File: src/rtl/status_pkg.sv
package status_pkg;

    localparam int          STAT_BITS    = 8;
    localparam logic [2:0]  DENSITY_CODE = 3'b001;
    localparam logic [2:0]  RSVD_CODE    = 3'b000;

    typedef struct packed {
        logic       ready;
        logic       mismatch;
        logic [2:0] density;
        logic [2:0] rsvd;
    } status_t;

    function automatic status_t pack_status(input logic ready, input logic mismatch);
        status_t s;
        s.ready    = ready;
        s.mismatch = mismatch;
        s.density  = DENSITY_CODE;
        s.rsvd     = RSVD_CODE;
        return s;
    endfunction

endpackage

File: src/rtl/stat_bitctr.sv
module stat_bitctr #(
    parameter int NBITS = status_pkg::STAT_BITS,
    localparam int IW   = $clog2(NBITS)
) (
    input  logic          clk,
    input  logic          rst,
    input  logic          sel_n,
    input  logic          start,
    input  logic          sck_fall,
    output logic          active,
    output logic [IW-1:0] idx,
    output logic          reload,
    output logic          wrap
);
    localparam logic [IW-1:0] TOP = IW'(NBITS - 1);

    assign reload = start & ~sel_n;
    assign wrap   = active & ~sel_n & ~start & sck_fall & (idx == '0);

    always_ff @(posedge clk) begin
        if (rst) begin
            active <= 1'b0;
            idx    <= TOP;
        end else if (sel_n) begin
            active <= 1'b0;
            idx    <= TOP;
        end else if (start) begin
            active <= 1'b1;
            idx    <= TOP;
        end else if (active && sck_fall) begin
            idx <= (idx == '0) ? TOP : idx - 1'b1;
        end
    end

    // a decoded start selects the top bit
    a_r2_start: assert property (@(posedge clk) disable iff (rst)
        (start && !sel_n) |=> (active && idx == TOP));
    // deselect turns off and rewinds
    a_r8_desel: assert property (@(posedge clk) disable iff (rst)
        sel_n |=> (!active && idx == TOP));
    // strobe steps down by one
    a_r6_step: assert property (@(posedge clk) disable iff (rst)
        (active && !sel_n && !start && sck_fall && idx != '0) |=> (idx == $past(idx) - 1'b1));
    // no strobe, position holds
    a_r6_hold: assert property (@(posedge clk) disable iff (rst)
        (active && !sel_n && !start && !sck_fall) |=> $stable(idx));
    // inactive implies parked at top bit
    a_r10_idle: assert property (@(posedge clk) disable iff (rst)
        !active |-> (idx == TOP));

endmodule

File: src/rtl/stat_snap.sv
module stat_snap (
    input  logic clk,
    input  logic rst,
    input  logic load,
    input  logic cmp_in,
    output logic cmp_q
);
    always_ff @(posedge clk) begin
        if (rst)       cmp_q <= 1'b0;
        else if (load) cmp_q <= cmp_in;
    end

    // captured flag holds between captures
    a_r4_hold: assert property (@(posedge clk) disable iff (rst)
        !load |=> $stable(cmp_q));
    // each capture takes the current compare value
    a_r7_capture: assert property (@(posedge clk) disable iff (rst)
        load |=> (cmp_q == $past(cmp_in)));

endmodule

File: src/rtl/stat_shifter.sv
module stat_shifter (
    input  logic clk,
    input  logic rst,
    input  logic sel_n,
    input  logic start,
    input  logic sck_fall,
    input  logic busy,
    input  logic cmp_miss,
    output logic sdo,
    output logic sdo_en
);
    import status_pkg::*;

    localparam int IW = $clog2(STAT_BITS);
    localparam logic [IW-1:0] TOP = IW'(STAT_BITS - 1);

    logic          active;
    logic [IW-1:0] idx;
    logic          reload;
    logic          wrap;
    logic          cmp_q;
    status_t       stat;
    logic [STAT_BITS-1:0] stat_bits;

    stat_bitctr #(.NBITS(STAT_BITS)) u_ctr (
        .clk      (clk),
        .rst      (rst),
        .sel_n    (sel_n),
        .start    (start),
        .sck_fall (sck_fall),
        .active   (active),
        .idx      (idx),
        .reload   (reload),
        .wrap     (wrap)
    );

    stat_snap u_snap (
        .clk    (clk),
        .rst    (rst),
        .load   (reload | wrap),
        .cmp_in (cmp_miss),
        .cmp_q  (cmp_q)
    );

    always_comb begin
        stat      = pack_status(~busy, cmp_q);
        stat_bits = stat;
        sdo_en    = active;
        if (!active)         sdo = 1'b0;
        else if (idx == TOP) sdo = ~busy;
        else                 sdo = stat_bits[idx];
    end

    // disabled output is quiet
    a_r1_quiet: assert property (@(posedge clk) disable iff (rst)
        !sdo_en |-> !sdo);
    // fixed density bit 3 is one
    a_r5_density_one: assert property (@(posedge clk) disable iff (rst)
        (sdo_en && idx == IW'(3)) |-> sdo);
    // other constant positions are zero
    a_r5_zeros: assert property (@(posedge clk) disable iff (rst)
        (sdo_en && idx != TOP && idx != IW'(6) && idx != IW'(3)) |-> !sdo);

endmodule

File: config.mk
export PLATFORM = sky130hd
export DESIGN_NAME = stat_shifter
export DESIGN_NICKNAME = d
export VERILOG_FILES = /design/src/rtl/status_pkg.sv /design/src/rtl/stat_bitctr.sv /design/src/rtl/stat_snap.sv /design/src/rtl/stat_shifter.sv
export SDC_FILE = /design/constraint.sdc
export NUM_CORES = 1
export LEC_CHECK = 0
export BUFFER_PORTS_ARGS = -buffer_cell sky130_fd_sc_hd__buf_4
export CELL_PAD_IN_SITES_DETAIL_PLACEMENT = 1
export CELL_PAD_IN_SITES_GLOBAL_PLACEMENT = 2
export CORE_AREA = 10 10 47 49
export CTS_BUF_LIST = sky130_fd_sc_hd__clkbuf_4 sky130_fd_sc_hd__clkbuf_8
export DETAILED_ROUTE_END_ITERATION = 10
export DIE_AREA = 0 0 57 59
export GPL_TIMING_DRIVEN = 1
export PLACE_DENSITY = 0.7
export SYNTH_ARGS = -nofsm -noshare
export SYNTH_HDL_FRONTEND = slang
export SYNTH_SLANG_ARGS = --single-unit
File: constraint.sdc
create_clock -name clk -period 1.5 [get_ports clk]
set_input_delay 0.3 -clock clk [delete_from_list [all_inputs] [get_ports clk]]
set_output_delay 0.3 -clock clk [all_outputs]
set_load 0.01 [all_outputs]
==> impl_metrics.xml, run 1 <==
<?xml version="1.0" encoding="UTF-8"?>
<metrics>
  <group name="sta">
    <metric name="relSlewSlack" unit="%">82.9</metric>
    <metric name="crit_share_post_route" unit="%">103</metric>
    <metric name="max_freq" unit="MHz">648</metric>
    <metric name="clock_skew" unit="ns">0.00510</metric>
    <metric name="slew_violations" unit="">0</metric>
    <metric name="worst_slew_pin_slew" unit="ns">0.254</metric>
    <metric name="hold_violations" unit="">0</metric>
    <metric name="final.setup.worst_slack" unit="ns">-0.0444</metric>
    <metric name="setup_violations" unit="">2</metric>
    <metric name="final.min_clock_period" unit="ns">1.54</metric>
    <metric name="grt_setup_unrepaired" unit="">true</metric>
  </group>
  <group name="power">
    <metric name="fraction_of_power_spent_switching_nets" unit="%">24.2</metric>
    <metric name="power_density" unit="nW/um2">796</metric>
    <metric name="internal_power" unit="W">0.000279</metric>
    <metric name="switching_power" unit="W">0.0000889</metric>
    <metric name="combPwrFrac" unit="%">11.4</metric>
    <metric name="share_clk_of_total_power" unit="%">50.1</metric>
    <metric name="p_leak" unit="nW">0.225</metric>
    <metric name="pwr-share-seq" unit="%">38.5</metric>
    <metric name="ir_drop" unit="mV">0.217</metric>
  </group>
  <group name="placement">
    <metric name="hpwl" unit="um">735</metric>
    <metric name="portBuffers" unit="">8</metric>
    <metric name="finalWeightedCongestion" unit="">0.750</metric>
    <metric name="dpl_cell_area" unit="um2">387</metric>
  </group>
  <group name="global_routing">
    <metric name="grt_pass1_vias" unit="">397</metric>
    <metric name="antenna_found_initial" unit="">0</metric>
    <metric name="first_pass_grt_wire_length" unit="mm">1.76</metric>
    <metric name="maximum_number_of_pins_on_one_net_before_global_route_repair" unit="">7</metric>
    <metric name="global_route.overflow_total" unit="">0</metric>
    <metric name="grt_use_total" unit="%">6.91</metric>
  </group>
  <group name="critical_path">
    <metric name="r2r.worst_path.cells" unit="">6</metric>
    <metric name="regToRegStartpoint" unit="">u_ctr.idx[1]</metric>
    <metric name="worstPathArrival" unit="ns">1.24</metric>
    <metric name="cp_max_fo" unit="">2</metric>
    <metric name="startpoint_type" unit="">flop</metric>
    <metric name="ff2ff_setup_slack" unit="ns">-0.01</metric>
    <metric name="cp_data_required_time" unit="ns">1.20</metric>
    <metric name="cp-end-kind" unit="">primary output</metric>
    <metric name="timing.setup.critical_path_class" unit="">flop to primary output</metric>
    <metric name="worst_r2r_endpoint" unit="">u_ctr.idx[1]</metric>
  </group>
  <group name="cts">
    <metric name="clkLatencyLatePin" unit="ns">0.26</metric>
    <metric name="cts.root.buffer_cell" unit="">sky130_fd_sc_hd__clkbuf_4</metric>
    <metric name="cts_max_level" unit="">1</metric>
    <metric name="maximum_clock_insertion_buffer_count" unit="">2</metric>
    <metric name="cts_tree" unit="">yes</metric>
    <metric name="clk_pin_slew_worst_paths" unit="ns">0.05</metric>
    <metric name="cts_buffers" unit="">3</metric>
    <metric name="clock_sinks" unit="">5</metric>
  </group>
  <group name="cells_and_area">
    <metric name="most_common_cell_after_layout_fill_and_taps_aside" unit="">sky130_fd_sc_hd__buf_4</metric>
    <metric name="antenna_diode_instance_count" unit="">0</metric>
    <metric name="design_area" unit="um2">462</metric>
    <metric name="finish.net_count" unit="">59</metric>
    <metric name="layout.filler_cells" unit="">177</metric>
    <metric name="final_util" unit="%">32.9</metric>
    <metric name="most-common-layout-cells" unit="">sky130_fd_sc_hd__buf_4, sky130_fd_sc_hd__nand2_1, sky130_fd_sc_hd__clkbuf_4</metric>
    <metric name="flow.area_growth_from_synthesis" unit="%">50.6</metric>
    <metric name="post_route_cells_drive_above_1_share" unit="%">45.8</metric>
  </group>
  <group name="synthesis">
    <metric name="post_synth.cell_area_avg" unit="um2">9.02</metric>
    <metric name="yosysUniqueCellTypes" unit="">19</metric>
    <metric name="sequential_cell_area_fraction_in_the_yosys_report" unit="%">32.7</metric>
    <metric name="synthesis.yosys.warnings" unit="">0</metric>
    <metric name="synthesized_instance_count" unit="">34</metric>
    <metric name="synth_seq_cells" unit="">5</metric>
    <metric name="mappedNetlistArea" unit="um2">307</metric>
    <metric name="mappedNetlistNets" unit="">44</metric>
  </group>
  <group name="floorplanning">
    <metric name="floorplan.initialDensity" unit="%">21.9</metric>
    <metric name="std_cell_rows" unit="">14</metric>
    <metric name="floorplan.die_area" unit="um2">3360</metric>
    <metric name="design.portCount" unit="">9</metric>
    <metric name="core_area" unit="um2">1400</metric>
    <metric name="chipHeight" unit="um">59</metric>
    <metric name="fp.dieW" unit="um">57</metric>
  </group>
  <group name="drt">
    <metric name="detailedRoute.firstPassIterationCount" unit="">2</metric>
    <metric name="ant_nets" unit="">0</metric>
    <metric name="first_iter_violations" unit="">1</metric>
    <metric name="drc" unit="">0</metric>
    <metric name="num_vias" unit="">330</metric>
    <metric name="drt_via_density" unit="">5.16</metric>
    <metric name="routed_wl" unit="mm">1.02</metric>
    <metric name="routed_wire_length_per_instance" unit="um">15.9</metric>
  </group>
  <group name="min_path">
    <metric name="min_from" unit="">sel_n</metric>
    <metric name="timing.hold.worst_endpoint" unit="">u_ctr.idx[0]</metric>
    <metric name="whs_path_depth" unit="">3</metric>
    <metric name="hold_class" unit="">input pin to flop</metric>
  </group>
  <group name="job">
    <metric name="max-cap-violations" unit="">0</metric>
  </group>
  <group name="run_status">
    <metric name="outcome" unit="">complete, but fails checks</metric>
    <metric name="violations_in_the_final_reports" unit="">setup timing</metric>
  </group>
</metrics>
-- metrics by stage --
| step | cells | worst slack (ns) | power, W | hold WS (ns) | setup TNS [ns] |
|---|---|---|---|---|---|
| after floorplan | 34 | 0.265 | 0.000156 | 0.395 | 0 |
| after global placement | 58 | 0.154 | 0.000179 | 0.512 | 0 |
| after detailed placement | 58 | 0.117 | 0.000182 | 0.528 | 0 |
| after CTS | 64 | -0.0594 | 0.000370 | 0.275 | -0.0594 |
| after global routing | 64 | -0.171 | 0.000384 | 0.283 | -0.261 |
| final | 64 | -0.0444 | 0.000367 | 0.280 | -0.0579 |
-- cells by family (layout without fill, tap and decap cells) --
logic type,after synthesis,count (layout),share of synthesized area (%)
adder cells (fa/ha/maj),3,3,12.2
AND/OR/NAND/NOR,13,13,26.9
AO/OA/AOI/OAI,9,9,21.6
flip-flops,5,5,32.7
buffers and inverters,3,17,3.67
XOR/XNOR,1,1,2.86
-- power by group through the flow --
stage | Clock, W | Sequential, W | Combinational [W]
3_3_place_gp | 0 | 0.000143 | 0.0000356
5_1_grt | 0.000197 | 0.000142 | 0.0000459
4_1_cts | 0.000189 | 0.000141 | 0.0000398
3_5_place_dp | 0 | 0.000144 | 0.0000381
2_1_floorplan | 0 | 0.000143 | 0.0000136
6_report | 0.000184 | 0.000141 | 0.0000418
-- flip-flops by register name (all words and copies together) (netlist names) --
signal	flops
u_snap.cmp_q	1
u_ctr.idx	3
u_ctr.active	1
-- how the worst max path moves through the flow --
| stage | start | to | cells past startpoint |
|---|---|---|---|
| detailed placement | u_ctr.idx[0] | u_ctr.idx[1] | 5 |
| floorplan | u_ctr.idx[0] | sdo | 4 |
| finish | u_ctr.idx[1] | sdo | 5 |
| global route | u_ctr.idx[1] | sdo | 5 |
| global placement | u_ctr.idx[0] | u_ctr.idx[1] | 5 |
| CTS | u_ctr.idx[1] | sdo | 5 |
-- layer usage --
metal  track usage [%]  wire [um]  up-vias
li1                  -          -      153
met1              5.82        404      160
met2              11.5        504       12
met3              2.79         54        5
met4              8.05         56        0
met5                 0          0        -
-- repair_timing --
item / 4_1_cts / 5_1_grt
gates resized for setup: 5 / 3
pin swaps: 1 / 4
hold buffers: 0 / 0
setup endpoints to repair: 1 / 3
endpoints found under the hold margin: 0 / 0
buffers inserted: 2 / 0
-- critical path: stages, from the launching register on --
cell,delay (ns)
sky130_fd_sc_hd__dfxtp_2,0.33
sky130_fd_sc_hd__ha_4,0.16
sky130_fd_sc_hd__o211ai_1,0.16
sky130_fd_sc_hd__nand2_1,0.09
sky130_fd_sc_hd__a21oi_2,0.11
sky130_fd_sc_hd__buf_4,0.13
-- synthesized netlist by cell type --
master,number,area share (%)
sky130_fd_sc_hd__a21oi_1,1,1.6
sky130_fd_sc_hd__a31oi_1,1,2.0
sky130_fd_sc_hd__and3b_1,1,2.9
sky130_fd_sc_hd__and4b_4,1,4.5
sky130_fd_sc_hd__dfxtp_1,5,33
sky130_fd_sc_hd__ha_1,3,12
sky130_fd_sc_hd__inv_1,3,3.7
sky130_fd_sc_hd__nand2_1,6,7.3
sky130_fd_sc_hd__nand2b_1,1,2.0
sky130_fd_sc_hd__nand3b_1,1,2.4
sky130_fd_sc_hd__nor2_1,1,1.2
sky130_fd_sc_hd__nor3b_1,1,2.4
sky130_fd_sc_hd__nor4_2,1,4.1
sky130_fd_sc_hd__o211a_1,1,3.3
sky130_fd_sc_hd__o211ai_1,3,7.3
sky130_fd_sc_hd__o21a_1,1,2.4
sky130_fd_sc_hd__o22ai_1,1,2.0
sky130_fd_sc_hd__o311ai_1,1,2.9
sky130_fd_sc_hd__xnor2_1,1,2.9
-- layout make-up --
cell class              count  area (um2)  area share [%]
multi-input cells          26         223            48.2
flip-flops and latches      5         103            22.2
repair buffers             10        75.1            16.3
clock buffers               4        30.0            6.50
well taps                  16        20.0            4.34
inverters                   3        11.3            2.44
No activity file was read; power rests on OpenSTA's default activity.
==> inputs of run 2 (changes only) <==
Settings changed: ABC_AREA from default to 1, PLACE_DENSITY 0.7 to 0.76.
==> run 2 against run 1 <==
  * The run now ends clean
  * Maximum frequency grew 3.8%
  * Largest power group unchanged
  * Via count shrank 8.2%
  * Clock power shrank 3%
  * Critical path depth is the same
  * Synthesized cell count grew 29%
  * Clock skew grew 0.00060 ns
  * Synthesized area grew 2.4%
  * Combinational power shrank 3%
  * Hold slack lost 0.0056 ns
  * Critical path type unchanged
  * Sequential power is essentially flat
  * Cell count grew 14%
  * Sequential share of layout area grew 0.98 points
==> impl_metrics.xml, run 2 <==
<?xml version="1.0" encoding="UTF-8"?>
<metrics>
  <group name="drt">
    <metric name="ant_nets" unit="">0</metric>
    <metric name="num_vias" unit="">303</metric>
    <metric name="drt_via_density" unit="">4.15</metric>
    <metric name="first_iter_violations" unit="">6</metric>
    <metric name="routed_wl" unit="um">738</metric>
    <metric name="detailedRoute.firstPassIterationCount" unit="">2</metric>
    <metric name="drc" unit="">0</metric>
    <metric name="routed_wire_length_per_instance" unit="um">10.1</metric>
  </group>
  <group name="synthesis">
    <metric name="async_reset_ff_share" unit="%">0</metric>
    <metric name="mappedNetlistArea" unit="um2">314</metric>
    <metric name="synth_area_leaders" unit="">sky130_fd_sc_hd__dfxtp_1, sky130_fd_sc_hd__ha_1, sky130_fd_sc_hd__inv_1</metric>
    <metric name="count_of_flip_flops_with_a_built_in_enable_after_synthesis" unit="">0</metric>
    <metric name="post-synth-top-area-cell" unit="">sky130_fd_sc_hd__dfxtp_1</metric>
    <metric name="yosysTopAreaCellShare" unit="%">31.9</metric>
    <metric name="synth_seq_cells" unit="">5</metric>
    <metric name="synthesis.yosys.warnings" unit="">0</metric>
    <metric name="yosysUniqueCellTypes" unit="">15</metric>
    <metric name="post_synth.cell_area_avg" unit="um2">7.14</metric>
    <metric name="synth.top_cells.by_count" unit="">sky130_fd_sc_hd__inv_1, sky130_fd_sc_hd__nor2_1, sky130_fd_sc_hd__nand2_1</metric>
    <metric name="synthesized_instance_count" unit="">44</metric>
    <metric name="synthFlopType" unit="">sky130_fd_sc_hd__dfxtp_1</metric>
    <metric name="mappedNetlistNets" unit="">54</metric>
    <metric name="sequential_cell_area_fraction_in_the_yosys_report" unit="%">31.9</metric>
  </group>
  <group name="sta">
    <metric name="grt_setup_unrepaired" unit="">true</metric>
    <metric name="final.min_clock_period" unit="ns">1.49</metric>
    <metric name="hold_violations" unit="">0</metric>
    <metric name="crit_share_post_route" unit="%">99.2</metric>
    <metric name="max_freq" unit="MHz">672</metric>
    <metric name="worst_slew_pin_slew" unit="ns">0.182</metric>
    <metric name="slew_violations" unit="">0</metric>
    <metric name="relSlewSlack" unit="%">87.8</metric>
    <metric name="clock_skew" unit="ns">0.00570</metric>
    <metric name="setup_violations" unit="">0</metric>
  </group>
  <group name="critical_path">
    <metric name="cp_data_required_time" unit="ns">1.20</metric>
    <metric name="worstPathArrival" unit="ns">1.19</metric>
    <metric name="r2r.worst_path.cells" unit="">9</metric>
    <metric name="worstPathCellList" unit="">inv_1 &gt; nor3_1 &gt; nor2_1 &gt; nor2_1 &gt; buf_4</metric>
    <metric name="cp_max_fo" unit="">4</metric>
    <metric name="startpoint_type" unit="">flop</metric>
    <metric name="cpPeakStageDelay" unit="ns">0.37</metric>
    <metric name="cp.depth" unit="">5</metric>
    <metric name="path_common_cell" unit="">sky130_fd_sc_hd__nor2_1</metric>
    <metric name="critical_path.startpoint" unit="">u_ctr.idx[2]</metric>
    <metric name="critical-path-top-delay-family" unit="">flip-flops</metric>
    <metric name="critical_path_buf_inv_count" unit="">2</metric>
    <metric name="ff2ff_setup_slack" unit="ns">0.21</metric>
    <metric name="endpoint" unit="">sdo</metric>
    <metric name="worst_r2r_endpoint" unit="">u_ctr.idx[1]</metric>
    <metric name="timing.setup.critical_path_class" unit="">flop to primary output</metric>
    <metric name="cp-end-kind" unit="">primary output</metric>
    <metric name="regToRegStartpoint" unit="">u_ctr.idx[0]</metric>
    <metric name="crit_path_top_delay_cell" unit="">sky130_fd_sc_hd__dfxtp_1</metric>
  </group>
  <group name="cells_and_area">
    <metric name="largest_reg_flops" unit="">3</metric>
    <metric name="regMostFlops" unit="">u_ctr.idx</metric>
    <metric name="finish.net_count" unit="">68</metric>
    <metric name="layout.filler_cells" unit="">185</metric>
    <metric name="antenna_diode_instance_count" unit="">0</metric>
    <metric name="layout_top_registers" unit="">u_ctr.idx: 3 flops, u_ctr.active: 1 flops, u_snap.cmp_q: 1 flops</metric>
    <metric name="most-common-layout-cells" unit="">sky130_fd_sc_hd__inv_1, sky130_fd_sc_hd__nor2_1, sky130_fd_sc_hd__buf_4</metric>
    <metric name="post_route_cells_drive_above_1_share" unit="%">42.1</metric>
    <metric name="flow.area_growth_from_synthesis" unit="%">44.2</metric>
    <metric name="final_std_cells_w_o_fill" unit="">73</metric>
    <metric name="final_util" unit="%">32.3</metric>
  </group>
  <group name="job">
    <metric name="max-cap-violations" unit="">0</metric>
  </group>
  <group name="placement">
    <metric name="portBuffers" unit="">8</metric>
    <metric name="hpwl" unit="um">620</metric>
    <metric name="dp.cells" unit="">68</metric>
    <metric name="finalWeightedCongestion" unit="">0.703</metric>
  </group>
  <group name="power">
    <metric name="p_leak" unit="nW">0.253</metric>
    <metric name="totalPowerFinal" unit="W">0.000359</metric>
    <metric name="power_density" unit="nW/um2">793</metric>
    <metric name="ir_drop" unit="mV">0.324</metric>
  </group>
  <group name="floorplanning">
    <metric name="std_cell_rows" unit="">14</metric>
    <metric name="fp.dieW" unit="um">57</metric>
    <metric name="core_area" unit="um2">1400</metric>
    <metric name="chipHeight" unit="um">59</metric>
    <metric name="floorplan.initialDensity" unit="%">22.4</metric>
    <metric name="design.portCount" unit="">9</metric>
    <metric name="floorplan.die_area" unit="um2">3360</metric>
  </group>
  <group name="global_routing">
    <metric name="maximum_number_of_pins_on_one_net_before_global_route_repair" unit="">5</metric>
    <metric name="global_route.overflow_total" unit="">0</metric>
    <metric name="grt_pass1_vias" unit="">318</metric>
    <metric name="first_pass_grt_wire_length" unit="mm">1.31</metric>
    <metric name="grt_use_total" unit="%">5.14</metric>
    <metric name="antenna_found_initial" unit="">0</metric>
  </group>
  <group name="cts">
    <metric name="cts_max_level" unit="">1</metric>
    <metric name="cts.root.buffer_cell" unit="">sky130_fd_sc_hd__clkbuf_4</metric>
    <metric name="clock_sinks" unit="">5</metric>
    <metric name="clkLatencyLatePin" unit="ns">0.25</metric>
    <metric name="clk_pin_slew_worst_paths" unit="ns">0.05</metric>
    <metric name="maximum_clock_insertion_buffer_count" unit="">2</metric>
    <metric name="cts_hold_buffers" unit="">0</metric>
    <metric name="cts_buffers" unit="">3</metric>
    <metric name="cts_tree" unit="">yes</metric>
  </group>
  <group name="min_path">
    <metric name="min_from" unit="">start</metric>
    <metric name="hold_class" unit="">input pin to flop</metric>
  </group>
  <group name="run_status">
    <metric name="outcome" unit="">finished clean</metric>
  </group>
</metrics>
run 2: cells by family after synthesis:
logic type	count (synthesis)	synth area share (%)
AOI/OAI and AO/OA	4	9.16
adders and majority gates	3	12.0
buffers and inverters	9	10.8
DFF	5	31.9
and+or+nand+nor	23	36.3
run 2: through the flow:
step	setup WS (ns)	TNS [ns]	area, um2	hold WS, ns
after floorplan	0.303	0	314	0.429
after global placement	0.232	0	394	0.510
after detailed placement	0.202	0	394	0.505
after CTS	-0.0169	-0.0169	449	0.279
after global routing	-0.0792	-0.0792	453	0.272
final	0.0121	0	453	0.274
run 2: final cells by class:
type	instances	area, um2	share of cell area (%)
multi-input combinational	30	193	42.5
sequential	5	105	23.2
timing repair buffer	9	71.3	15.7
inverter	9	33.8	7.46
clock buffer	4	30.0	6.63
tap	16	20.0	4.42
run 2: where the power goes:
group / internal [W] / switching, W
combinational: 0.0000214 / 0.0000192
clock: 0.000119 / 0.0000605
sequential: 0.000135 / 0.00000371
total: 0.000276 / 0.0000834
run 2: how the worst min path moves through the flow:
| stage | slack (ns) | to | cells after the start |
|---|---|---|---|
| floorplan | 0.43 | u_ctr.active | 2 |
| global placement | 0.51 | u_snap.cmp_q | 2 |
| detailed placement | 0.50 | u_snap.cmp_q | 2 |
| CTS | 0.28 | u_ctr.active | 3 |
| global route | 0.27 | u_ctr.active | 3 |
| finish | 0.27 | u_ctr.active | 3 |
run 2: worst register-to-register path: cells and delay by family (launching register included):
family                   cells  cell delay (ns)
flip-flops                   1             0.36
AND/OR/NAND/NOR              4             0.30
buffers and inverters        3             0.21
adder cells (fa/ha/maj)      1             0.19
AO/OA/AOI/OAI                1             0.10
run 2: routing by layer:
metal	vias up	wire, um	track usage (%)	share of wire, %
met3	3	60	3.22	8.1
met5	-	0	0	0
met2	8	311	6.98	42
met4	0	23	5.03	3.1
li1	162	-	-	-
met1	130	343	5.23	46
run 2: repair_timing:
item	4_1_cts	5_1_grt
endpoints found under the setup margin	1	1
resized for setup	5	1
cloned	0	0
pin swaps	3	3
buffers inserted	1	0
==> inputs of run 3 (changes only) <==
Clock period 1.5 ns to 1.55 ns, I/O delays scaled along.
==> run 3 against run 2 <==
  * Sequential power shrank 4%
  * Cell count is the same
  * Worst setup slack gained 0.023 ns
  * Register-to-register slack gained 0.02 ns
  * Core utilization shrank 0.27 points
  * Clock skew shrank 0.0033 ns
  * Global-route usage is essentially flat
  * Highest routed layer unchanged
  * Critical path type unchanged
  * Sequential share of layout area grew 0.19 points
  * First-iteration DRC count is the same
  * Hold slack gained 0.011 ns
  * Critical path depth is the same
  * Design area shrank 0.83%
==> impl_metrics.xml, run 3 (synthesized netlist as in run 2, its figures left out) <==
<?xml version="1.0" encoding="UTF-8"?>
<metrics>
  <group name="sta">
    <metric name="crit_share_post_route" unit="%">97.7</metric>
    <metric name="relSlewSlack" unit="%">89.0</metric>
    <metric name="grt_setup_unrepaired" unit="">true</metric>
    <metric name="worst_slew_pin_slew" unit="ns">0.164</metric>
    <metric name="hold_violations" unit="">0</metric>
    <metric name="max_freq" unit="MHz">660</metric>
    <metric name="slew_violations" unit="">0</metric>
    <metric name="setup_violations" unit="">0</metric>
    <metric name="clock_skew" unit="ns">0.00242</metric>
    <metric name="final.min_clock_period" unit="ns">1.51</metric>
  </group>
  <group name="cells_and_area">
    <metric name="layout.filler_cells" unit="">189</metric>
    <metric name="final_util" unit="%">32.1</metric>
    <metric name="antenna_diode_instance_count" unit="">0</metric>
    <metric name="layout_top_registers" unit="">u_ctr.idx: 3 flops, u_ctr.active: 1 flops, u_snap.cmp_q: 1 flops</metric>
    <metric name="most_common_cell_after_layout_fill_and_taps_aside" unit="">sky130_fd_sc_hd__buf_4</metric>
    <metric name="regMostFlops" unit="">u_ctr.idx</metric>
    <metric name="flow.area_growth_from_synthesis" unit="%">43.0</metric>
    <metric name="most-common-layout-cells" unit="">sky130_fd_sc_hd__buf_4, sky130_fd_sc_hd__inv_1, sky130_fd_sc_hd__nor2_1</metric>
    <metric name="design_area" unit="um2">449</metric>
    <metric name="post_route_cells_drive_above_1_share" unit="%">42.1</metric>
    <metric name="largest_reg_flops" unit="">3</metric>
    <metric name="finish.net_count" unit="">68</metric>
  </group>
  <group name="global_routing">
    <metric name="grtUsageMet3" unit="%">2.58</metric>
    <metric name="grt_use_met1" unit="%">4.86</metric>
    <metric name="antenna_found_initial" unit="">0</metric>
    <metric name="first_pass_grt_wire_length" unit="mm">1.33</metric>
    <metric name="global_route.overflow_total" unit="">0</metric>
    <metric name="grt_use_total" unit="%">5.14</metric>
    <metric name="grt_pass1_vias" unit="">338</metric>
    <metric name="grt-busiest-layer" unit="">met2</metric>
    <metric name="maximum_number_of_pins_on_one_net_before_global_route_repair" unit="">6</metric>
    <metric name="gr-usage-met2" unit="%">7.91</metric>
  </group>
  <group name="placement">
    <metric name="portBuffers" unit="">8</metric>
    <metric name="hpwl" unit="um">627</metric>
    <metric name="dpl_cell_area" unit="um2">394</metric>
    <metric name="finalWeightedCongestion" unit="">0.667</metric>
  </group>
  <group name="critical_path">
    <metric name="worstPathArrival" unit="ns">1.20</metric>
    <metric name="endpoint" unit="">sdo</metric>
    <metric name="startpoint_type" unit="">flop</metric>
    <metric name="cp-end-kind" unit="">primary output</metric>
    <metric name="cp_max_fo" unit="">4</metric>
    <metric name="ff2ff_setup_slack" unit="ns">0.23</metric>
    <metric name="timing.setup.critical_path_class" unit="">flop to primary output</metric>
    <metric name="worst_r2r_endpoint" unit="">u_ctr.idx[1]</metric>
    <metric name="r2r.worst_path.cells" unit="">9</metric>
    <metric name="cp_data_required_time" unit="ns">1.24</metric>
    <metric name="critical_path.startpoint" unit="">u_ctr.idx[0]</metric>
    <metric name="regToRegStartpoint" unit="">u_ctr.idx[0]</metric>
  </group>
  <group name="drt">
    <metric name="routed_wire_length_per_instance" unit="um">11.0</metric>
    <metric name="first_iter_violations" unit="">6</metric>
    <metric name="ant_nets" unit="">0</metric>
    <metric name="detailedRoute.firstPassIterationCount" unit="">3</metric>
    <metric name="num_vias" unit="">301</metric>
    <metric name="drc" unit="">0</metric>
    <metric name="routed_wl" unit="um">800</metric>
    <metric name="drt_via_density" unit="">4.12</metric>
  </group>
  <group name="cts">
    <metric name="maximum_clock_insertion_buffer_count" unit="">2</metric>
    <metric name="cts_buffers" unit="">3</metric>
    <metric name="clkLatencyLatePin" unit="ns">0.25</metric>
    <metric name="clock_sinks" unit="">5</metric>
    <metric name="cts_hold_buffers" unit="">0</metric>
    <metric name="cts_tree" unit="">yes</metric>
    <metric name="cts.root.buffer_cell" unit="">sky130_fd_sc_hd__clkbuf_4</metric>
    <metric name="cts_max_level" unit="">1</metric>
    <metric name="clk_pin_slew_worst_paths" unit="ns">0.05</metric>
  </group>
  <group name="run_status">
    <metric name="outcome" unit="">finished clean</metric>
  </group>
  <group name="power">
    <metric name="ir_drop" unit="mV">0.312</metric>
    <metric name="power_density" unit="nW/um2">789</metric>
    <metric name="totalPowerFinal" unit="W">0.000355</metric>
    <metric name="p_leak" unit="nW">0.250</metric>
  </group>
  <group name="floorplanning">
    <metric name="design.portCount" unit="">9</metric>
    <metric name="floorplan.initialDensity" unit="%">22.4</metric>
    <metric name="fp.dieW" unit="um">57</metric>
    <metric name="core_area" unit="um2">1400</metric>
    <metric name="floorplan.die_area" unit="um2">3360</metric>
    <metric name="std_cell_rows" unit="">14</metric>
    <metric name="chipHeight" unit="um">59</metric>
  </group>
  <group name="min_path">
    <metric name="hold_class" unit="">input pin to flop</metric>
  </group>
  <group name="job">
    <metric name="max-cap-violations" unit="">0</metric>
  </group>
</metrics>
==> run 3: changes by cell type in the layout (fill, tap and decap cells not counted) <==
cell / before / now
sky130_fd_sc_hd__buf_4: 8 / 9
sky130_fd_sc_hd__buf_6: 1 / 0
==> run 3: worst max-delay path: stages (launching register included) <==
cell,delay (ns)
sky130_fd_sc_hd__dfxtp_4,0.36
sky130_fd_sc_hd__ha_4,0.15
sky130_fd_sc_hd__o211ai_1,0.16
sky130_fd_sc_hd__nand2_1,0.07
sky130_fd_sc_hd__nor2_1,0.10
sky130_fd_sc_hd__buf_4,0.12
==> run 3: power breakdown <==
| part | switching [W] | internal (W) | total (W) |
|---|---|---|---|
| sequential | 0.00000344 | 0.000131 | 0.000134 |
| combinational | 0.0000185 | 0.0000207 | 0.0000392 |
| clock | 0.0000656 | 0.000116 | 0.000181 |
==> run 3: what timing repair did <==
action,in CTS,in global routing
resized for setup,1,4
endpoints found under the setup margin,1,1
pin swaps,0,3
buffers inserted,0,1
==> run 3: final cells by class <==
class                           count  area (um2)  area share (%)
Sequential cell                     5         105            23.4
Clock buffer                        4        30.0            6.69
Multi-Input combinational cell     30         193            42.9
Tap cell                           16        20.0            4.46
Inverter                            9        33.8            7.52
Timing Repair Buffer                9        67.6            15.0
==> run 3: per-stage QoR <==
stage	setup TNS [ns]	instances	hold slack, ns	setup slack, ns
floorplan	0	44	0.439	0.343
global placement	0	68	0.514	0.270
detailed placement	0	68	0.508	0.264
CTS	0	72	0.284	0.0106
global route	-0.0619	73	0.298	-0.0619
finish	0	73	0.285	0.0353
==> run 3: how the worst min path moves through the flow <==
stage	start	to	slack [ns]	cells past startpoint
after global routing	start	u_ctr.active	0.30	3
after detailed placement	u_snap.cmp_q	u_snap.cmp_q	0.51	2
after floorplan	start	u_ctr.active	0.44	2
after global placement	u_snap.cmp_q	u_snap.cmp_q	0.51	2
final	start	u_ctr.active	0.29	3
after CTS	start	u_ctr.active	0.28	3
==> run 3: metal layers <==
layer | part of all wire [%] | wire [um] | vias up
met3 | 7.6 | 61 | 3
met2 | 44 | 350 | 8
li1 | - | - | 160
met4 | 3.3 | 26 | 0
met1 | 45 | 361 | 130
met5 | 0 | 0 | -
